File: src/rtl/wdt_keyed_pkg.sv
package wdt_keyed_pkg;
  localparam int CNT_W = 12;

  localparam logic [1:0] ADDR_CTRL = 2'd0;
  localparam logic [1:0] ADDR_MODE = 2'd1;
  localparam logic [1:0] ADDR_STAT = 2'd2;

  typedef struct packed {
    logic             idle_hlt;
    logic             dbg_hlt;
    logic [CNT_W-1:0] delta;
    logic             dis;
    logic             rst_en;
    logic             irq_en;
    logic [CNT_W-1:0] reload;
  } mode_t;

  localparam mode_t MODE_RST = '{idle_hlt: 1'b0, dbg_hlt: 1'b0, delta: '1,
                                 dis: 1'b0, rst_en: 1'b1, irq_en: 1'b0,
                                 reload: '1};

  function automatic mode_t mode_from_word(logic [31:0] w);
    mode_t m;
    m.reload   = w[11:0];
    m.irq_en   = w[12];
    m.rst_en   = w[13];
    m.dis      = w[15];
    m.delta    = w[27:16];
    m.dbg_hlt  = w[28];
    m.idle_hlt = w[29];
    return m;
  endfunction

  function automatic logic [31:0] mode_to_word(mode_t m);
    return {2'b00, m.idle_hlt, m.dbg_hlt, m.delta, m.dis, 1'b0,
            m.rst_en, m.irq_en, m.reload};
  endfunction
endpackage

File: src/rtl/wdt_prescaler.sv
module wdt_prescaler #(
  parameter int DIV = 128
) (
  input  logic clk_i,
  input  logic rst_ni,
  input  logic clr_i,
  input  logic en_i,
  output logic tick_o
);
  localparam int PW = (DIV > 1) ? $clog2(DIV) : 1;
  localparam logic [PW-1:0] LAST = PW'(DIV - 1);

  logic [PW-1:0] pre_q;
  logic          wrap;

  assign wrap   = (pre_q == LAST);
  assign tick_o = en_i & wrap;

  always_ff @(posedge clk_i or negedge rst_ni) begin
    if (!rst_ni)     pre_q <= '0;
    else if (clr_i)  pre_q <= '0;
    else if (en_i)   pre_q <= wrap ? '0 : pre_q + PW'(1);
  end

  assert_prescale_range_R1: assert property (@(posedge clk_i) disable iff (!rst_ni)
    pre_q <= LAST);

  assert_prescale_hold_R10: assert property (@(posedge clk_i) disable iff (!rst_ni)
    (!en_i && !clr_i) |=> $stable(pre_q));
endmodule

File: src/rtl/wdt_down_counter.sv
module wdt_down_counter #(
  parameter int W = 12
) (
  input  logic         clk_i,
  input  logic         rst_ni,
  input  logic         mode_wr_i,
  input  logic [W-1:0] wr_reload_i,
  input  logic         restart_i,
  input  logic [W-1:0] reload_i,
  input  logic [W-1:0] delta_i,
  input  logic         run_i,
  input  logic         tick_i,
  output logic [W-1:0] cnt_o,
  output logic         load_o,
  output logic         unf_o,
  output logic         err_o
);
  logic [W-1:0] cnt_q;

  // early restart: outside the window, counter keeps running
  assign err_o  = restart_i & (cnt_q > delta_i);
  assign load_o = mode_wr_i | (restart_i & ~err_o);
  assign unf_o  = tick_i & run_i & ~load_o & (cnt_q == W'(1));
  assign cnt_o  = cnt_q;

  always_ff @(posedge clk_i or negedge rst_ni) begin
    if (!rst_ni)                       cnt_q <= '1;
    else if (mode_wr_i)                cnt_q <= wr_reload_i;
    else if (restart_i && !err_o)      cnt_q <= reload_i;
    else if (tick_i && run_i)          cnt_q <= (cnt_q == '0) ? reload_i : cnt_q - W'(1);
  end

  assert_frozen_hold_R9: assert property (@(posedge clk_i) disable iff (!rst_ni)
    (!run_i && !load_o) |=> $stable(cnt_q));
endmodule

File: src/rtl/wdt_regs.sv
module wdt_regs
  import wdt_keyed_pkg::*;
#(
  parameter logic [7:0] KEY = 8'hA5
) (
  input  logic        clk_i,
  input  logic        rst_ni,
  input  logic        wr_i,
  input  logic        rd_i,
  input  logic [1:0]  addr_i,
  input  logic [31:0] wdata_i,
  input  logic        unf_i,
  input  logic        err_i,
  output logic [31:0] rdata_o,
  output mode_t       mode_o,
  output logic        mode_wr_o,
  output logic        restart_o,
  output logic        unf_flag_o,
  output logic        err_flag_o
);
  mode_t mode_q;
  logic  locked_q;
  logic  unf_q, err_q;
  logic  stat_rd;

  assign mode_wr_o = wr_i & (addr_i == ADDR_MODE) & ~locked_q;
  assign restart_o = wr_i & (addr_i == ADDR_CTRL) & wdata_i[0] &
                     (wdata_i[31:24] == KEY) & ~mode_q.dis;
  assign stat_rd   = rd_i & (addr_i == ADDR_STAT);

  always_ff @(posedge clk_i or negedge rst_ni) begin
    if (!rst_ni) begin
      mode_q   <= MODE_RST;
      locked_q <= 1'b0;
    end else if (mode_wr_o) begin
      mode_q   <= mode_from_word(wdata_i);
      locked_q <= 1'b1;
    end
  end

  // set beats clear-on-read
  always_ff @(posedge clk_i or negedge rst_ni) begin
    if (!rst_ni) begin
      unf_q <= 1'b0;
      err_q <= 1'b0;
    end else begin
      unf_q <= unf_i | (unf_q & ~stat_rd);
      err_q <= err_i | (err_q & ~stat_rd);
    end
  end

  always_comb begin
    unique case (addr_i)
      ADDR_MODE: rdata_o = mode_to_word(mode_q);
      ADDR_STAT: rdata_o = {30'd0, err_q, unf_q};
      default:   rdata_o = '0;
    endcase
  end

  assign mode_o     = mode_q;
  assign unf_flag_o = unf_q;
  assign err_flag_o = err_q;

  assert_mode_locked_R4: assert property (@(posedge clk_i) disable iff (!rst_ni)
    locked_q |=> (locked_q && $stable(mode_q)));

  assert_status_clear_R8: assert property (@(posedge clk_i) disable iff (!rst_ni)
    (stat_rd && !unf_i && !err_i) |=> (!unf_q && !err_q));
endmodule

File: src/rtl/wdt_keyed.sv
module wdt_keyed
  import wdt_keyed_pkg::*;
#(
  parameter int         PRE_DIV = 128,
  parameter logic [7:0] KEY     = 8'hA5
) (
  input  logic        clk_i,
  input  logic        rst_ni,
  input  logic        slow_tick_i,
  input  logic        bus_wr_i,
  input  logic        bus_rd_i,
  input  logic [1:0]  bus_addr_i,
  input  logic [31:0] bus_wdata_i,
  output logic [31:0] bus_rdata_o,
  input  logic        dbg_halt_i,
  input  logic        idle_halt_i,
  output logic        irq_o,
  output logic        rst_req_o
);
  mode_t            mode;
  logic             mode_wr, restart, load, tick, run;
  logic             unf_evt, err_evt, unf_flag, err_flag;
  logic [CNT_W-1:0] cnt;
  logic             rst_req_q;

  assign run = ~mode.dis & ~(dbg_halt_i & mode.dbg_hlt) & ~(idle_halt_i & mode.idle_hlt);

  wdt_regs #(.KEY(KEY)) u_regs (
    .clk_i      (clk_i),
    .rst_ni     (rst_ni),
    .wr_i       (bus_wr_i),
    .rd_i       (bus_rd_i),
    .addr_i     (bus_addr_i),
    .wdata_i    (bus_wdata_i),
    .unf_i      (unf_evt),
    .err_i      (err_evt),
    .rdata_o    (bus_rdata_o),
    .mode_o     (mode),
    .mode_wr_o  (mode_wr),
    .restart_o  (restart),
    .unf_flag_o (unf_flag),
    .err_flag_o (err_flag)
  );

  wdt_prescaler #(.DIV(PRE_DIV)) u_pre (
    .clk_i  (clk_i),
    .rst_ni (rst_ni),
    .clr_i  (load),
    .en_i   (slow_tick_i & run),
    .tick_o (tick)
  );

  wdt_down_counter #(.W(CNT_W)) u_cnt (
    .clk_i       (clk_i),
    .rst_ni      (rst_ni),
    .mode_wr_i   (mode_wr),
    .wr_reload_i (bus_wdata_i[CNT_W-1:0]),
    .restart_i   (restart),
    .reload_i    (mode.reload),
    .delta_i     (mode.delta),
    .run_i       (run),
    .tick_i      (tick),
    .cnt_o       (cnt),
    .load_o      (load),
    .unf_o       (unf_evt),
    .err_o       (err_evt)
  );

  always_ff @(posedge clk_i or negedge rst_ni) begin
    if (!rst_ni) rst_req_q <= 1'b0;
    else         rst_req_q <= mode.rst_en & (unf_evt | err_evt);
  end

  assign rst_req_o = rst_req_q;
  assign irq_o     = mode.irq_en & (unf_flag | err_flag);

  assert_window_err_R3: assert property (@(posedge clk_i) disable iff (!rst_ni)
    (restart && (cnt > mode.delta)) |=> err_flag);

  assert_rst_gate_R7: assert property (@(posedge clk_i) disable iff (!rst_ni)
    rst_req_o |-> $past(mode.rst_en));
endmodule

File: config.mk
export PLATFORM = sky130hd
export DESIGN_NAME = wdt_keyed
export DESIGN_NICKNAME = d
export VERILOG_FILES = /design/src/rtl/wdt_keyed_pkg.sv /design/src/rtl/wdt_prescaler.sv /design/src/rtl/wdt_down_counter.sv /design/src/rtl/wdt_regs.sv /design/src/rtl/wdt_keyed.sv
export SDC_FILE = /design/constraint.sdc
export NUM_CORES = 1
export LEC_CHECK = 0
export BUFFER_PORTS_ARGS = -buffer_cell sky130_fd_sc_hd__buf_2
export CAP_MARGIN = 20
export CORE_UTILIZATION = 45
export DETAILED_ROUTE_END_ITERATION = 8
export PLACE_DENSITY = 0.78
export SLEW_MARGIN = 0
export SYNTH_ARGS = -nofsm -noshare
export SYNTH_HDL_FRONTEND = slang
export SYNTH_HIERARCHICAL = 1
export SYNTH_SLANG_ARGS = --single-unit
File: constraint.sdc
create_clock -name clk_i -period 3.1 [get_ports clk_i]
set_clock_uncertainty 0.05 [all_clocks]
set_input_delay 0.465 -clock clk_i [delete_from_list [all_inputs] [get_ports clk_i]]
set_output_delay 0.465 -clock clk_i [all_outputs]
set_load 0.01 [all_outputs]
=== Word level (Yosys, flattened, before mapping) ===
Cells that the tools add are included.

* Eq/ne operators: 5
* Add/sub/neg operators: 2
* Bitwise logic cells: 34
* Multiplexer cells: 8
* Reductions and logical operators: 7
* Magnitude comparators: 1

{| class="wikitable"
|+ Operator list
! operator !! number
|-
| $pmux W30 S2 || 1
|-
| $mux W12 || 4
|-
| $and A1 B1 Y1 || 22
|-
| $mux W7 || 3
|-
| $eq A12 B1 Y1 const B || 1
|-
| $gt A12 B12 Y1 || 1
|-
| $logic_not A12 Y1 || 1
|-
| $sub A12 B1 Y12 const B || 1
|-
| $eq A8 B8 Y1 const B || 1
|-
| $add A7 B1 Y7 const B || 1
|-
| $eq A7 B7 Y1 const B || 1
|-
| $not A1 Y1 || 7
|-
| $or A1 B1 Y1 || 5
|-
| $reduce_bool A3 Y1 || 1
|-
| $eq A2 B1 Y1 const B || 1
|-
| $eq A2 B2 Y1 const B || 1
|-
| $logic_and A1 B1 Y1 || 2
|-
| $logic_not A2 Y1 || 1
|-
| $reduce_bool A2 Y1 || 1
|-
| $logic_not A1 Y1 || 1
|}

* Bits of input ports: 41
* Register bits after elaboration: 52

=== Logic depth before layout (Yosys ltp) ===
Gate-level depths: netlist of run 1.

* Word-level depth: 14
* Depth in mapped cells: 12

=== Cells and area by module ===
Netlist of run 1, hierarchy kept.

{| class="wikitable"
|+ Modules (own cells, without submodules)
! module !! seq. area each (µm²) !! cells an instance !! times used !! area each (µm²)
|-
| wdt_regs || 832.0 || 117 || 1 || 1666.6
|-
| wdt_down_counter || 315.3 || 149 || 1 || 1332.5
|-
| wdt_prescaler || 175.2 || 36 || 1 || 356.6
|-
| wdt_keyed || 25.0 || 5 || 1 || 61.3
|}

=== Worst setup path after synthesis of run 1 ===
OpenSTA, ideal clock, no wires.

* Path type: input to register
* From: input port bus_wdata_i[25]
* To: register u_pre.pre_q[5]
* Stages: 7
* Path buffers: 0
* Arrival time: 2497 ps
* Path slack: 476 ps
* Data required time: 2973 ps
* Path through: or4bb_1 nor3_1 o21ai_0 nand2b_1 o2111ai_1 or3_1 a21oi_1

* Longest elaborated chain between the ends: 8
* Elaborated cells on any way between the ends: 9

{| class="wikitable"
|+ RTL lines
! what !! RTL line !! RTL
|-
| start, declared || wdt_keyed.sv:13 || <nowiki>input logic [31:0] bus_wdata_i,</nowiki>
|-
| $eq A8 B8 Y1 * || wdt_regs.sv:28 || <nowiki>(wdata_i[31:24] == KEY) & ~mode_q.dis;</nowiki>
|-
| $and A1 B1 Y1 * || wdt_regs.sv:27 || <nowiki>assign restart_o = wr_i & (addr_i == ADDR_CTRL) & wdata_i[0] &</nowiki>
|-
| $and A1 B1 Y1 * || wdt_regs.sv:28 ||
|-
| net restart || wdt_keyed.sv:21 || <nowiki>logic mode_wr, restart, load, tick, run;</nowiki>
|-
| $and A1 B1 Y1 || wdt_down_counter.sv:21 || <nowiki>assign err_o = restart_i & (cnt_q > delta_i);</nowiki>
|-
| $not A1 Y1 || wdt_down_counter.sv:22 || <nowiki>assign load_o = mode_wr_i | (restart_i & ~err_o);</nowiki>
|-
| $and A1 B1 Y1 * || wdt_down_counter.sv:22 ||
|-
| $or A1 B1 Y1 * || wdt_down_counter.sv:22 ||
|-
| net load || wdt_keyed.sv:21 ||
|-
| $mux W7 or $reduce_bool A2 Y1 (tied branches) || n/a ||
|-
| end signal, assigned || wdt_prescaler.sv:22 || <nowiki>else if (en_i) pre_q <= wrap ? '0 : pre_q + PW'(1);</nowiki>
|-
| end, declared || wdt_prescaler.sv:13 || <nowiki>logic [PW-1:0] pre_q;</nowiki>
|}

The timed path passes the listed nets; every way through them passes the cells marked *.
A chain may end at the register's enable or synchronous reset.

=== Worst setup path in the final report of run 1 ===
* From: register u_regs.mode_q, in the netlist u_regs/mode_o[27]
* To: register u_cnt.cnt_q[5] (netlist: u_cnt/cnt_o[5])

* Longest elaborated chain between the ends: 8

{| class="wikitable"
|+ RTL lines
! what !! RTL line !! RTL
|-
| start, declared || wdt_regs.sv:21 || <nowiki>mode_t mode_q;</nowiki>
|-
| start signal, assigned || wdt_regs.sv:36 || <nowiki>mode_q <= mode_from_word(wdata_i);</nowiki>
|-
| $and A1 B1 Y1 || wdt_keyed.sv:26 || <nowiki>assign run = ~mode.dis & ~(dbg_halt_i & mode.dbg_hlt) & ~(idle_halt_i & mode.idle_hlt);</nowiki>
|-
| $not A1 Y1 || wdt_keyed.sv:26 ||
|-
| $and A1 B1 Y1 (2 in series) || wdt_keyed.sv:26 ||
|-
| net run || wdt_keyed.sv:21 ||
|-
| $and A1 B1 Y1 || wdt_keyed.sv:49 || <nowiki>.en_i (slow_tick_i & run),</nowiki>
|-
| $and A1 B1 Y1 || wdt_prescaler.sv:17 || <nowiki>assign tick_o = en_i & wrap;</nowiki>
|-
| net tick || wdt_keyed.sv:21 ||
|-
| $logic_and A1 B1 Y1 || wdt_down_counter.sv:30 || <nowiki>else if (tick_i && run_i) cnt_q <= (cnt_q == '0) ? reload_i : cnt_q - W'(1);</nowiki>
|-
| $reduce_bool A3 Y1 (no line) || n/a ||
|-
| end signal, assigned || wdt_down_counter.sv:28 || <nowiki>else if (mode_wr_i) cnt_q <= wr_reload_i;</nowiki>
|-
| end signal, assigned || wdt_down_counter.sv:29 || <nowiki>else if (restart_i && !err_o) cnt_q <= reload_i;</nowiki>
|-
| end signal, assigned || wdt_down_counter.sv:30 ||
|-
| end, declared || wdt_down_counter.sv:18 || <nowiki>logic [W-1:0] cnt_q;</nowiki>
|}

The timed path passes the listed nets, and every way through them passes these cells.

==> PnR_summary.wiki, run 1 <==
{| class="wikitable"
! Metric !! Value
|-
| Number of warnings issued by yosys || 6
|-
| # DRC || 0
|-
| Number of buffers inserted to repair setup after CTS || 0
|-
| Sum of routed wire length over all layers || 7212 µm
|-
| Number of sinks on the clock net || 52
|-
| Overall die area || around 7900 µm²
|-
| Cells after DPL || 473
|-
| Number of buffers added by the clock tree synthesis step || 5
|-
| Largest stage delay, worst path || 410 ps
|-
| Average wire per cell in the routed design || 14.93 µm
|-
| Async set-or-reset flop fraction in the synthesized netlist || 100.0%
|-
| Final setup violating endpoints || 0
|-
| Final GP Congestion || 0.8340
|-
| Largest net degree at the start of global routing || 46
|-
| Number of global-route vias before repair || 2,493
|-
| Initial DRC Count || 110
|-
| Number of input and output port buffers inserted || 70
|-
| Data required time at the worst endpoint || 3250 ps
|-
| Clock tree from TritonCTS || yes
|-
| Vias after detailed routing || between 2,000 and 3,000
|-
| Static Leakage || 2.069 nW
|-
| Share of the clock period used by the worst path after layout || 90.99%
|-
| Filler-free cell count of the finished design || 483
|-
| Mean post-synth cell area || 11.13 µm²
|-
| Placeable Area || approximately 7300 µm²
|-
| Pwr/cell area || 617.6 nW/µm²
|-
| Cell type of the slowest stage on the worst timing path || dfrtp_1
|-
| GRT Resource Usage Total || approximately a fifth
|-
| Final Hold Violating Endpoints || 0
|-
| Max H-tree Level || 2
|-
| Combined area of all synthesized cells || 3417 µm²
|-
| Setup repair after global routing missed its margin || false
|-
| Count of different cell masters after synthesis || 56
|-
| Average vias per placed instance || 5.319
|-
| Arrival time at the worst endpoint || 2970 ps
|-
| Residual antenna-violating net count after detailed routing || 0
|-
| Synth top area share || 28.45%
|-
| Number of flip-flops and latches in the synthesized netlist || 52
|-
| Type of element capturing the critical path || flip-flop
|-
| Clock slew seen by the registers of the worst setup and hold paths || 90 ps
|-
| CP Cell Sequence || a221oi_2 > and2_1 > nand4_2 > nor2_1 > nand2_1 > or3b_1 > a2bb2oi_1 > o21ai_1 > buf_4 > a221oi_1
|-
| Resized cells post-CTS || 0
|-
| Fin crit period || 2821 ps
|-
| Wire length of the first global-routing pass || 11,760 µm
|-
| Share of post-route cells with drive strength above 1 || 43.49%
|-
| Area growth from synthesis to layout || 17.50%
|-
| TritonRoute pass-1 iters || 4
|-
| HPWL after detailed placement || 5279 µm
|-
| Peak ir drop on the vdd network || between 0.0002 and 0.00025 V
|-
| Hold/Removal Path Class || in -> reg
|-
| Transition time at the pin with the least slew margin || between 600 and 700 ps
|-
| Clock latency of the later-clocked register in the worst-skew pair || approximately 300 ps
|-
| GRT Residual Overflow || 0
|-
| Number of enable flip-flop cells after synthesis || 0
|-
| Leading cell types by total area after synthesis || dfstp_2 (28%), mux2_4 (13%), dfrtp_1 (11%)
|-
| Most frequent cells after synthesis || dfstp_2 (37), mux2_4 (29), and2_1 (28)
|-
| Result of the run || finished, final reports clean
|-
| Crit path kind || reg -> reg
|-
| Max-slew violation count || 0
|-
| Initial core utilization || 46.86%
|-
| Total inserted antenna cells || 0
|-
| Top-count cell post-synth || dfstp_2
|-
| Worst-case hold slack || roughly 330 ps
|-
| Instance count of the mapped netlist || between 300 and 400
|-
| Net total in the final layout || 443
|-
| Number of buffers on the longest clock path || 2
|-
| Number of primary I/O pins || 75
|-
| Most frequently used flop master after synthesis || dfstp_2
|-
| Overall Power || roughly 2.5 mW
|-
| Width of the die || between 80 and 90 µm
|-
| Max Freq || 354.5 MHz
|-
| Number of core rows || 31
|-
| Number of filler cells placed in the layout || 667
|-
| Die Y-Extent || 89.14 µm
|-
| Number of antenna violations at the first check in global routing || 0
|-
| Number of maximum-capacitance constraint violations || 0
|-
| Post-synthesis sequential area ratio || 39.44%
|-
| Element type at the critical path start || flip-flop
|-
| Worst max-slew margin expressed relative to the limit || 58.72%
|-
| Critical Path Fanout Max || 10
|-
| Post-synth top area cell || dfstp_2
|-
| Post-CTS Hold Buffers || 0
|-
| Clock Tree Root || clkbuf_8
|-
| Post-Route Setup TNS || 0 ps
|}
[where the power goes]
group	switching (mW)	internal, mW
registers	0.200	0.963
logic	0.403	0.435
clock network	0.226	0.253
total	0.829	1.65
[logic make-up (layout without fill, tap and decap cells)]
family | count (synthesis) | count (layout) | share of synthesized area (%)
compound gates | 49 | 49 | 11.17
xor+xnor | 12 | 12 | 3.076
fa+ha+maj | 19 | 19 | 6.957
buf+inv | 38 | 113 | 5.529
flops | 52 | 52 | 39.44
mux | 39 | 39 | 15.67
other cells | 1 | 3 | 0.1097
simple gates | 97 | 97 | 18.05
[layout make-up]
| class | count | area [µm²] | area share [%] |
|---|---|---|---|
| clock buffers | 8 | 121.4 | 3.023 |
| inverters | 25 | 93.84 | 2.337 |
| multi-input cells | 219 | 1888 | 47.02 |
| flip-flops and latches | 52 | 1348 | 33.56 |
| well taps | 99 | 123.9 | 3.085 |
| repair buffers | 80 | 440.4 | 10.97 |
[placed cells by master (no fill, tap or decap), types with 3 or more instances in the layout]
master    synthesis  layout
dfrtp_1          15      15
o21ai_0           7       7
nor4_1            3       3
and2_1           28      28
buf_4             3       8
nand2_1           9       9
nor2_1           12      12
mux2_4           29      29
dfstp_2          37      37
a22oi_1           5       5
clkbuf_8          0       7
a21o_1            3       3
nor3_1            5       5
nand2b_1          4       4
a221oi_1          8       8
ha_1             19      19
inv_1            25      25
buf_2             1      70
conb_1            1       3
xnor2_1           6       6
a21oi_1           9       9
nand4_1           3       3
xor2_1            6       6
nand3_1           4       4
nor2b_1          12      12
mux2i_1          10      10
[per-layer routing]
layer  vias to the layer above  routed length (µm)  GRT usage [%]
li1                       1222                   -              -
met3                        10                 258          3.693
met2                        60                3548          32.76
met5                         -                   0              0
met4                         0                  91          5.051
met1                      1277                3315          24.97
[worst paths after layout]
| kind | startpoint | to | slack, ps | cells after the start |
|---|---|---|---|---|
| min | bus_wdata_i[21] | u_regs/mode_o[20] | 330 | 2 |
| min in group asynchronous | rst_ni | rst_req_o | 490 | 2 |
| min reg2reg | u_regs/locked_q | u_regs/locked_q | 420 | 1 |
| max in group asynchronous | rst_ni | u_regs/mode_o[23] | 1810 | 4 |
| max | u_regs/mode_o[27] | u_cnt/cnt_o[5] | 280 | 10 |
| max reg2reg | u_regs/mode_o[27] | u_cnt/cnt_o[5] | 280 | 10 |
[registers in the layout, summed over array words and instances, names as in the netlist]
| register | cells |
|---|---|
| u_regs/mode_o | 29 |
| u_cnt/cnt_o | 12 |
| u_pre/pre_q | 7 |
| rst_req_o | 1 |
| u_regs/err_flag_o | 1 |
| u_regs/locked_q | 1 |
| u_regs/unf_flag_o | 1 |
[critical path, delay by kind of cell (launching register included)]
| kind | cells | cell delay (ps) |
|---|---|---|
| buffers and inverters | 1 | 250 |
| and+or+nand+nor | 5 | 1000 |
| AOI/OAI and AO/OA | 4 | 1020 |
| DFF | 1 | 410 |
[metrics by stage]
step	cell area, µm²	setup slack (ps)	utilization, %
floorplan	3425	475.5	-
global placement	3864	233.2	52.99
detailed placement	3864	125.7	52.99
CTS	3985	271.5	54.65
global route	4015	26.37	55.06
finish	4015	279.3	55.06
Power figures use the tool's default switching activity.
==> run 2: changes to the inputs <==
==> constraint.sdc (replaced) <==
create_clock -name clk_i -period 3.1 [get_ports clk_i]
set_clock_uncertainty 0.05 [all_clocks]
set_input_delay 0.31 -clock clk_i [delete_from_list [all_inputs] [get_ports clk_i]]
set_output_delay 0.31 -clock clk_i [all_outputs]
set_load 0.01 [all_outputs]
==> run 2 against run 1 <==
Clock-buffer cell count is 1 lower. Flip-flop and latch count unchanged. Critical endpoint is now u_cnt/cnt_o[0]. Cell area decreased by 1.6%. Critical path depth increased by 1. Non-clock buffer count decreased by 1. Via count decreased by 1.2%. Die area is the same.
==> PnR_summary.wiki, run 2 (same netlist as run 1, synthesis figures left out) <==
{| class="wikitable"
! Metric !! Value
|-
| Clock share of power || 15.6% (-3.7 points)
|-
| Transition time at the pin with the least slew margin || 721.5 ps (+102.3 ps)
|-
| Fin crit period || 2812 ps (-9.080 ps)
|-
| Number of buffers added by the clock tree synthesis step || 5 (unchanged)
|-
| Area taken by multi-input logic gates || 1888 µm² (unchanged)
|-
| CP startpoint || u_regs/mode_o[27]
|-
| Share of the clock period used by the worst path after layout || 90.70% (-0.29 points)
|-
| Worst max-slew margin expressed relative to the limit || 51.90% (-6.8 points)
|-
| Number of sinks on the clock net || 52 (unchanged)
|-
| Number of global-route vias before repair || 2,470 (-0.92%)
|-
| Number of antenna violations at the first check in global routing || 0 (unchanged)
|-
| Die Y-Extent || 89.14 µm (unchanged)
|-
| Switching component of the power || 0.8267 mW (-0.26%)
|-
| Max Freq || 355.7 MHz (+0.32%)
|-
| Number of maximum-capacitance constraint violations || 0 (unchanged)
|-
| Area growth from synthesis to layout || 15.67%
|-
| # DRC || 0 (unchanged)
|-
| Number of buffers inserted to repair setup after CTS || 0 (unchanged)
|-
| Initial core utilization || 46.86% (unchanged)
|-
| Largest net degree at the start of global routing || 35 (-24%)
|-
| GRT Resource Usage Total || 19.70% (+0.52 points)
|-
| Post-Route Setup TNS || 0 ps (unchanged)
|-
| Arrival time at the worst endpoint || 2970 ps (about the same)
|-
| Max H-tree Level || 2 (unchanged)
|-
| Setup repair after global routing missed its margin || false
|-
| Worst r2r src || u_regs/mode_o[27]
|-
| Initial DRC Count || 183 (+66%)
|-
| Placeable Area || 7292 µm² (unchanged)
|-
| Average wire per cell in the routed design || 15.27 µm (+2.3%)
|-
| Result of the run || finished, final reports clean
|-
| Width of the die || 89.14 µm (unchanged)
|-
| Setup slack at placement || 306.5 ps (+180.8 ps)
|-
| Filler-free cell count of the finished design || 482 (-0.21%)
|-
| Element type at the critical path start || flip-flop
|-
| Crit path kind || reg -> reg
|-
| Residual antenna-violating net count after detailed routing || 0 (unchanged)
|-
| Combined flip-flop and latch cell area || 1348 µm² (unchanged)
|-
| Clock tree from TritonCTS || yes
|-
| Data required time at the worst endpoint || 3260 ps (about the same)
|-
| Number of filler cells placed in the layout || 688 (+3.1%)
|-
| Critical Path Fanout Max || 7 (-3)
|-
| Net total in the final layout || 442 (-0.23%)
|-
| Clock latency of the later-clocked register in the worst-skew pair || 300 ps (about the same)
|-
| Wire length of the first global-routing pass || 12,010 µm (+2.1%)
|-
| Resized cells post-CTS || 0 (unchanged)
|-
| Max-slew violation count || 0 (unchanged)
|-
| Combinational share of power || 35.4% (+1.6 points)
|-
| TritonRoute pass-1 iters || 4 (unchanged)
|-
| Worst path setup slack after routing || 288.4 ps (+9.080 ps)
|-
| Number of primary I/O pins || 75 (unchanged)
|-
| Final Hold Violating Endpoints || 0 (unchanged)
|-
| Final GP Congestion || 0.8325 (-0.18%)
|-
| Vias after detailed routing || 2,537 (-1.2%)
|-
| GRT Residual Overflow || 0 (unchanged)
|-
| HPWL after detailed placement || 5330 µm (+0.97%)
|-
| Clock Tree Root || clkbuf_8
|-
| Register share of total power || 48.9% (+2.0 points)
|-
| Switching Fraction || 34.68% (+1.2 points)
|-
| Type of element capturing the critical path || flip-flop
|-
| Number of core rows || 31 (unchanged)
|-
| Pwr/cell area || 603.2 nW/µm² (-2.3%)
|-
| Number of input and output port buffers inserted || 70 (unchanged)
|-
| Final setup violating endpoints || 0 (unchanged)
|-
| Core occupancy in the finished layout || 54.20% (-0.86 points)
|-
| Hold/Removal Path Class || in -> async
|-
| Sum of routed wire length over all layers || 7360 µm (+2.1%)
|-
| Number of buffers on the longest clock path || 2 (unchanged)
|-
| Peak ir drop on the vdd network || 0.0002764 V (+19%)
|-
| Total internal power || 1.557 mW (-5.7%)
|-
| Most used cells in the layout excluding fill and tap cells || buf_2 (70), dfstp_2 (37), mux2_4 (29)
|-
| Overall die area || 7946 µm² (unchanged)
|-
| Leading cell type in the layout, fill and taps excluded || buf_2
|-
| Largest register FFs || 29 (unchanged)
|-
| Cells after DPL || 474 (+0.21%)
|-
| Total inserted antenna cells || 0 (unchanged)
|-
| Share of post-route cells with drive strength above 1 || 43.08% (-0.41 points)
|-
| Clock slew seen by the registers of the worst setup and hold paths || 90 ps (about the same)
|-
| Post-CTS Hold Buffers || 0 (unchanged)
|-
| Worst-case hold slack || 5.655 ps (-327.8 ps)
|-
| Average vias per placed instance || 5.263 (-1.0%)
|-
| Static Leakage || 2.039 nW (-1.4%)
|}
==> run 2: path summary, 6_finish.rpt <==
path	to	slack [ps]	depth (start not counted)
min in group clk_i	u_regs/mode_o[14]	190	2
hold reg to reg	u_regs/locked_q	420	1
setup / recovery	u_cnt/cnt_o[0]	290	11
setup reg to reg	u_cnt/cnt_o[0]	290	11
max in group asynchronous	u_cnt/cnt_o[2]	2190	2
hold / removal	u_pre/pre_q[2]	6	1
==> run 2: power groups by stage <==
stage	Clock (mW)	Combinational, mW	Sequential [mW]
after global placement	0	0.783	1.17
final	0.373	0.844	1.17
after CTS	0.390	0.842	1.17
after global routing	0.419	0.951	1.20
after floorplan	0	0.652	1.11
after detailed placement	0	0.827	1.17
==> run 2: cell type report <==
| class | count | share of cell area (%) |
|---|---|---|
| repair buffers | 79 | 10.57 |
| clock inverters | 1 | 0.1266 |
| multi-input cells | 219 | 47.77 |
| well taps | 99 | 3.134 |
| clock buffers | 7 | 1.931 |
| inverters | 25 | 2.374 |
| flip-flops and latches | 52 | 34.09 |
==> run 2: critical path, stage by stage (launching register included) <==
cell and delay (ps):
dfrtp_1 410, a221oi_2 370, and2_1 310, nand4_2 220, nor2_1 190, nand2_1 100
or3b_1 220, a2bb2oi_1 170, o21ai_1 140, buf_4 190, a22o_1 180, a211oi_1 180
==> run 2: through the flow <==
| stage | total power [mW] | instance area, µm² |
|---|---|---|
| floorplan | 1.761 | 3425 |
| global placement | 1.948 | 3871 |
| detailed placement | 2.002 | 3871 |
| CTS | 2.399 | 3953 |
| global route | 2.567 | 3953 |
| finish | 2.384 | 3953 |
==> run 2: per-layer routing <==
layer | GRT usage (%) | routed length (µm)
met2 | 34.07 | 3618
met1 | 25.77 | 3389
met5 | 0 | 0
met3 | 3.139 | 312
met4 | 5.051 | 40
==> run 3: changes to the inputs <==
- ABC_AREA: unset -> 1
- PLACE_DENSITY: 0.78 -> 0.77
- SLEW_MARGIN: 0 -> 20
==> run 3 against run 2 <==
Clock power is 7.8% higher. Combinational power is 76% lower. Worst setup slack better by 220 ps. Critical path depth is 5 higher. Wire length is 25% higher. Register-to-register slack better by 220 ps. Final cell count is 52% higher. Non-clock buffer count stayed put. Clock-buffer cell count is 2 lower.
==> PnR_summary.wiki, run 3 <==
{| class="wikitable"
! Metric !! Value
|-
| Setup slack at placement || 564.3 ps (+257.8 ps)
|-
| Count of cells along the worst register-to-register path || 16 (+5)
|-
| Largest register FFs || 29 (unchanged)
|-
| Transition time at the pin with the least slew margin || 925.1 ps (+203.6 ps)
|-
| Share of post-route cells with drive strength above 1 || 26.36% (-17 points)
|-
| HPWL after detailed placement || 6836 µm (+28%)
|-
| Static Leakage || 2.588 nW (+27%)
|-
| Worst r2r src || u_regs/mode_o[26]
|-
| Post-Route Setup TNS || 0 ps (unchanged)
|-
| Number of maximum-capacitance constraint violations || 0 (unchanged)
|-
| Top cell by count, worst path || nand2_1
|-
| Final Cell Area || 4308 µm² (+9.0%)
|-
| # DRC || 0 (unchanged)
|-
| CP Cell Sequence || inv_1 > ha_1 > nand2_1 > inv_2 > nand2_1 > nor2_1 > nand2_1 > nand3_1 > nand2_2 > nand2_4 > nand2_1 > nor2_2 > nor2_1 > nand2_1 > nand2_1 > nor2_2
|-
| Synth top area share || 25.61% (-2.8 points)
|-
| Die Y-Extent || 93.85 µm (+5.3%)
|-
| Peak ir drop on the vdd network || 0.0002562 V (-7.3%)
|-
| Worst max-slew margin expressed relative to the limit || 38.33% (-14 points)
|-
| Number of sinks on the clock net || 52 (unchanged)
|-
| Max Freq || 386.1 MHz (+8.6%)
|-
| Clock tree from TritonCTS || yes
|-
| Average wire per cell in the routed design || 12.60 µm (-17%)
|-
| Flop-to-flop setup slack || 510 ps (+220 ps)
|-
| GRT Residual Overflow || 0 (unchanged)
|-
| Data required time at the worst endpoint || 3300 ps (+40 ps)
|-
| Number of warnings issued by yosys || 6 (unchanged)
|-
| Post-CTS Hold Buffers || 0 (unchanged)
|-
| Arrival time at the worst endpoint || 2790 ps (-180 ps)
|-
| Number of buffers added by the clock tree synthesis step || 5 (unchanged)
|-
| Number of core rows || 33 (+6.5%)
|-
| Leading cell types by total area after synthesis || dfstp_2 (26%), nand2_1 (23%), dfrtp_1 (9.9%)
|-
| Most frequent cells after synthesis || nand2_1 (229), inv_1 (85), nand3_1 (39)
|-
| Number of filler cells placed in the layout || 796 (+16%)
|-
| Post-synth top area cell || dfstp_2
|-
| Top-count cell post-synth || nand2_1
|-
| Cell type of the slowest stage on the worst timing path || dfstp_2
|-
| Most frequently used flop master after synthesis || dfstp_2
|-
| Most used cells in the layout excluding fill and tap cells || nand2_1 (229), inv_1 (85), buf_2 (70)
|-
| Vias after detailed routing || 3,627 (+43%)
|-
| Resized cells post-CTS || 0 (unchanged)
|-
| Initial core utilization || 46.43% (-0.43 points)
|-
| Average vias per placed instance || 4.962 (-5.7%)
|-
| Final setup violating endpoints || 0 (unchanged)
|-
| GRT Resource Usage Total || 22.37% (+2.7 points)
|-
| Instance count of the mapped netlist || 559 (+82%)
|-
| Clock latency of the later-clocked register in the worst-skew pair || 320 ps (+20 ps)
|-
| Mean post-synth cell area || 6.791 µm² (-39%)
|-
| Number of enable flip-flop cells after synthesis || 0 (unchanged)
|-
| Net total in the final layout || 685 (+55%)
|-
| Number of global-route vias before repair || 3,373 (+37%)
|-
| Max-slew violation count || 0 (unchanged)
|-
| Number of buffers on the longest clock path || 2 (unchanged)
|-
| Placeable Area || 8175 µm² (+12%)
|-
| TritonRoute pass-1 iters || 5 (+1)
|-
| Max H-tree Level || 2 (unchanged)
|-
| Largest net degree at the start of global routing || 40 (+14%)
|-
| Critical Path Fanout Max || 26 (+19)
|-
| Final GP Congestion || 0.9428 (+13%)
|-
| Hold/Removal Path Class || in -> async
|-
| Setup repair after global routing missed its margin || false
|-
| Critical R2R Capture || u_pre/pre_q[4]
|-
| Initial DRC Count || 198 (+8.2%)
|-
| Clock Tree Root || clkbuf_8
|-
| Number of buffers inserted to repair setup after CTS || 0 (unchanged)
|-
| Number of antenna violations at the first check in global routing || 0 (unchanged)
|-
| Pwr/cell area || 319.7 nW/µm² (-47%)
|-
| Wire length of the first global-routing pass || 15,370 µm (+28%)
|-
| Area taken by multi-input logic gates || 1978 µm² (+4.8%)
|-
| Crit path kind || reg -> reg
|-
| Number of input and output port buffers inserted || 70 (unchanged)
|-
| Residual antenna-violating net count after detailed routing || 0 (unchanged)
|-
| Async set-or-reset flop fraction in the synthesized netlist || 100.0% (unchanged)
|-
| Leading cell type in the layout, fill and taps excluded || nand2_1
|-
| Share of the clock period used by the worst path after layout || 83.55% (-7.1 points)
|-
| Final Hold Violating Endpoints || 0 (unchanged)
|-
| Combined flip-flop and latch cell area || 1348 µm² (unchanged)
|-
| Fin crit period || 2590 ps (-221.5 ps)
|-
| Largest stage delay, worst path || 550 ps (+140 ps)
|-
| Number of primary I/O pins || 75 (unchanged)
|-
| Type of element capturing the critical path || flip-flop
|-
| Area growth from synthesis to layout || 13.48%
|-
| Cells after DPL || 723 (+53%)
|-
| Width of the die || 93.85 µm (+5.3%)
|-
| Element type at the critical path start || flip-flop
|-
| Combined area of all synthesized cells || 3796 µm² (+11%)
|-
| Sum of routed wire length over all layers || 9214 µm (+25%)
|-
| Result of the run || finished, final reports clean
|-
| Worst path setup slack after routing || 509.9 ps (+221.5 ps)
|-
| Clock slew seen by the registers of the worst setup and hold paths || 110 ps (+20 ps)
|-
| Overall die area || 8807 µm² (+11%)
|-
| Count of different cell masters after synthesis || 37 (-34%)
|-
| Filler-free cell count of the finished design || 731 (+52%)
|-
| Total inserted antenna cells || 0 (unchanged)
|-
| Post-synthesis sequential area ratio || 35.50% (-3.9 points)
|-
| Instance area at placement || 4218 µm² (+9.0%)
|-
| Number of flip-flops and latches in the synthesized netlist || 52 (unchanged)
|}
-- run 3: cell types whose count changed after synthesis, sizes merged, moves of 11 or more --
cell   delta
nand2   +226
nand3    +39
inv      +65
nor2b    -12
and2     -27
nor2     +20
mux2     -29
or2      +11
-- run 3: through the flow --
step	power, mW	hold WS (ps)	util, %
3_5_place_dp	0.9864	418.6	51.59
2_1_floorplan	0.9096	-35.59	-
5_1_grt	1.451	120.2	52.69
4_1_cts	1.394	104.3	52.69
3_3_place_gp	0.9712	417.9	51.59
6_report	1.377	81.29	52.69
-- run 3: final cells by class --
class	instances	area share, %
Sequential cell	52	31.28
Inverter	90	7.958
Timing Repair Buffer	79	9.701
Clock inverter	3	0.4938
Multi-Input combinational cell	397	45.92
Tap cell	105	3.050
Clock buffer	5	1.597
-- run 3: where the power goes --
group / leakage (nW) / switching [mW] / internal [mW]
registers: 0.569 / 0.0482 / 0.721
logic: 1.97 / 0.126 / 0.0798
clock network: 0.0445 / 0.241 / 0.161
total: 2.59 / 0.416 / 0.962
-- run 3: layer usage --
metal	track usage [%]	up-vias	share of wire, %
met5	0	-	0
met4	9.615	0	2.5
met3	2.589	19	5.3
met2	38.50	119	50
met1	28.18	1666	42
li1	-	1823	-
-- run 3: worst max-delay path: cells and delay by family, from the launching register on --
| kind | cells | cell delay (ps) |
|---|---|---|
| buffers and inverters | 2 | 100 |
| adder cells (fa/ha/maj) | 1 | 290 |
| AND/OR/NAND/NOR | 13 | 1530 |
| flip-flops | 1 | 550 |
-- run 3: kinds of logic (layout without fill, tap and decap cells) --
logic type,count (synthesis),in the layout,share of synthesized area [%]
and+or+nand+nor,343,343,40.28
buffers and inverters,112,177,12.59
DFF,52,52,35.50
AOI/OAI and AO/OA,26,26,3.889
adders and majority gates,19,19,6.262
xor gates and xnor gates,6,6,1.384
other,1,3,0.09878
-- run 3: worst max-delay path by stage --
| stage | startpoint | to | slack [ps] | cells after the start |
|---|---|---|---|---|
| final | u_regs/mode_o[26] | u_pre/pre_q[4] | 510 | 16 |
| after global routing | u_regs/mode_o[26] | u_pre/pre_q[4] | 220 | 16 |
| after CTS | u_regs/mode_o[26] | u_pre/pre_q[4] | 520 | 16 |
| after detailed placement | u_regs/mode_o[26] | u_pre/pre_q[4] | 560 | 16 |
| after global placement | u_regs/mode_o[26] | u_pre/pre_q[5] | 630 | 16 |
| after floorplan | u_regs/mode_o[26] | u_pre/pre_q[5] | 820 | 17 |
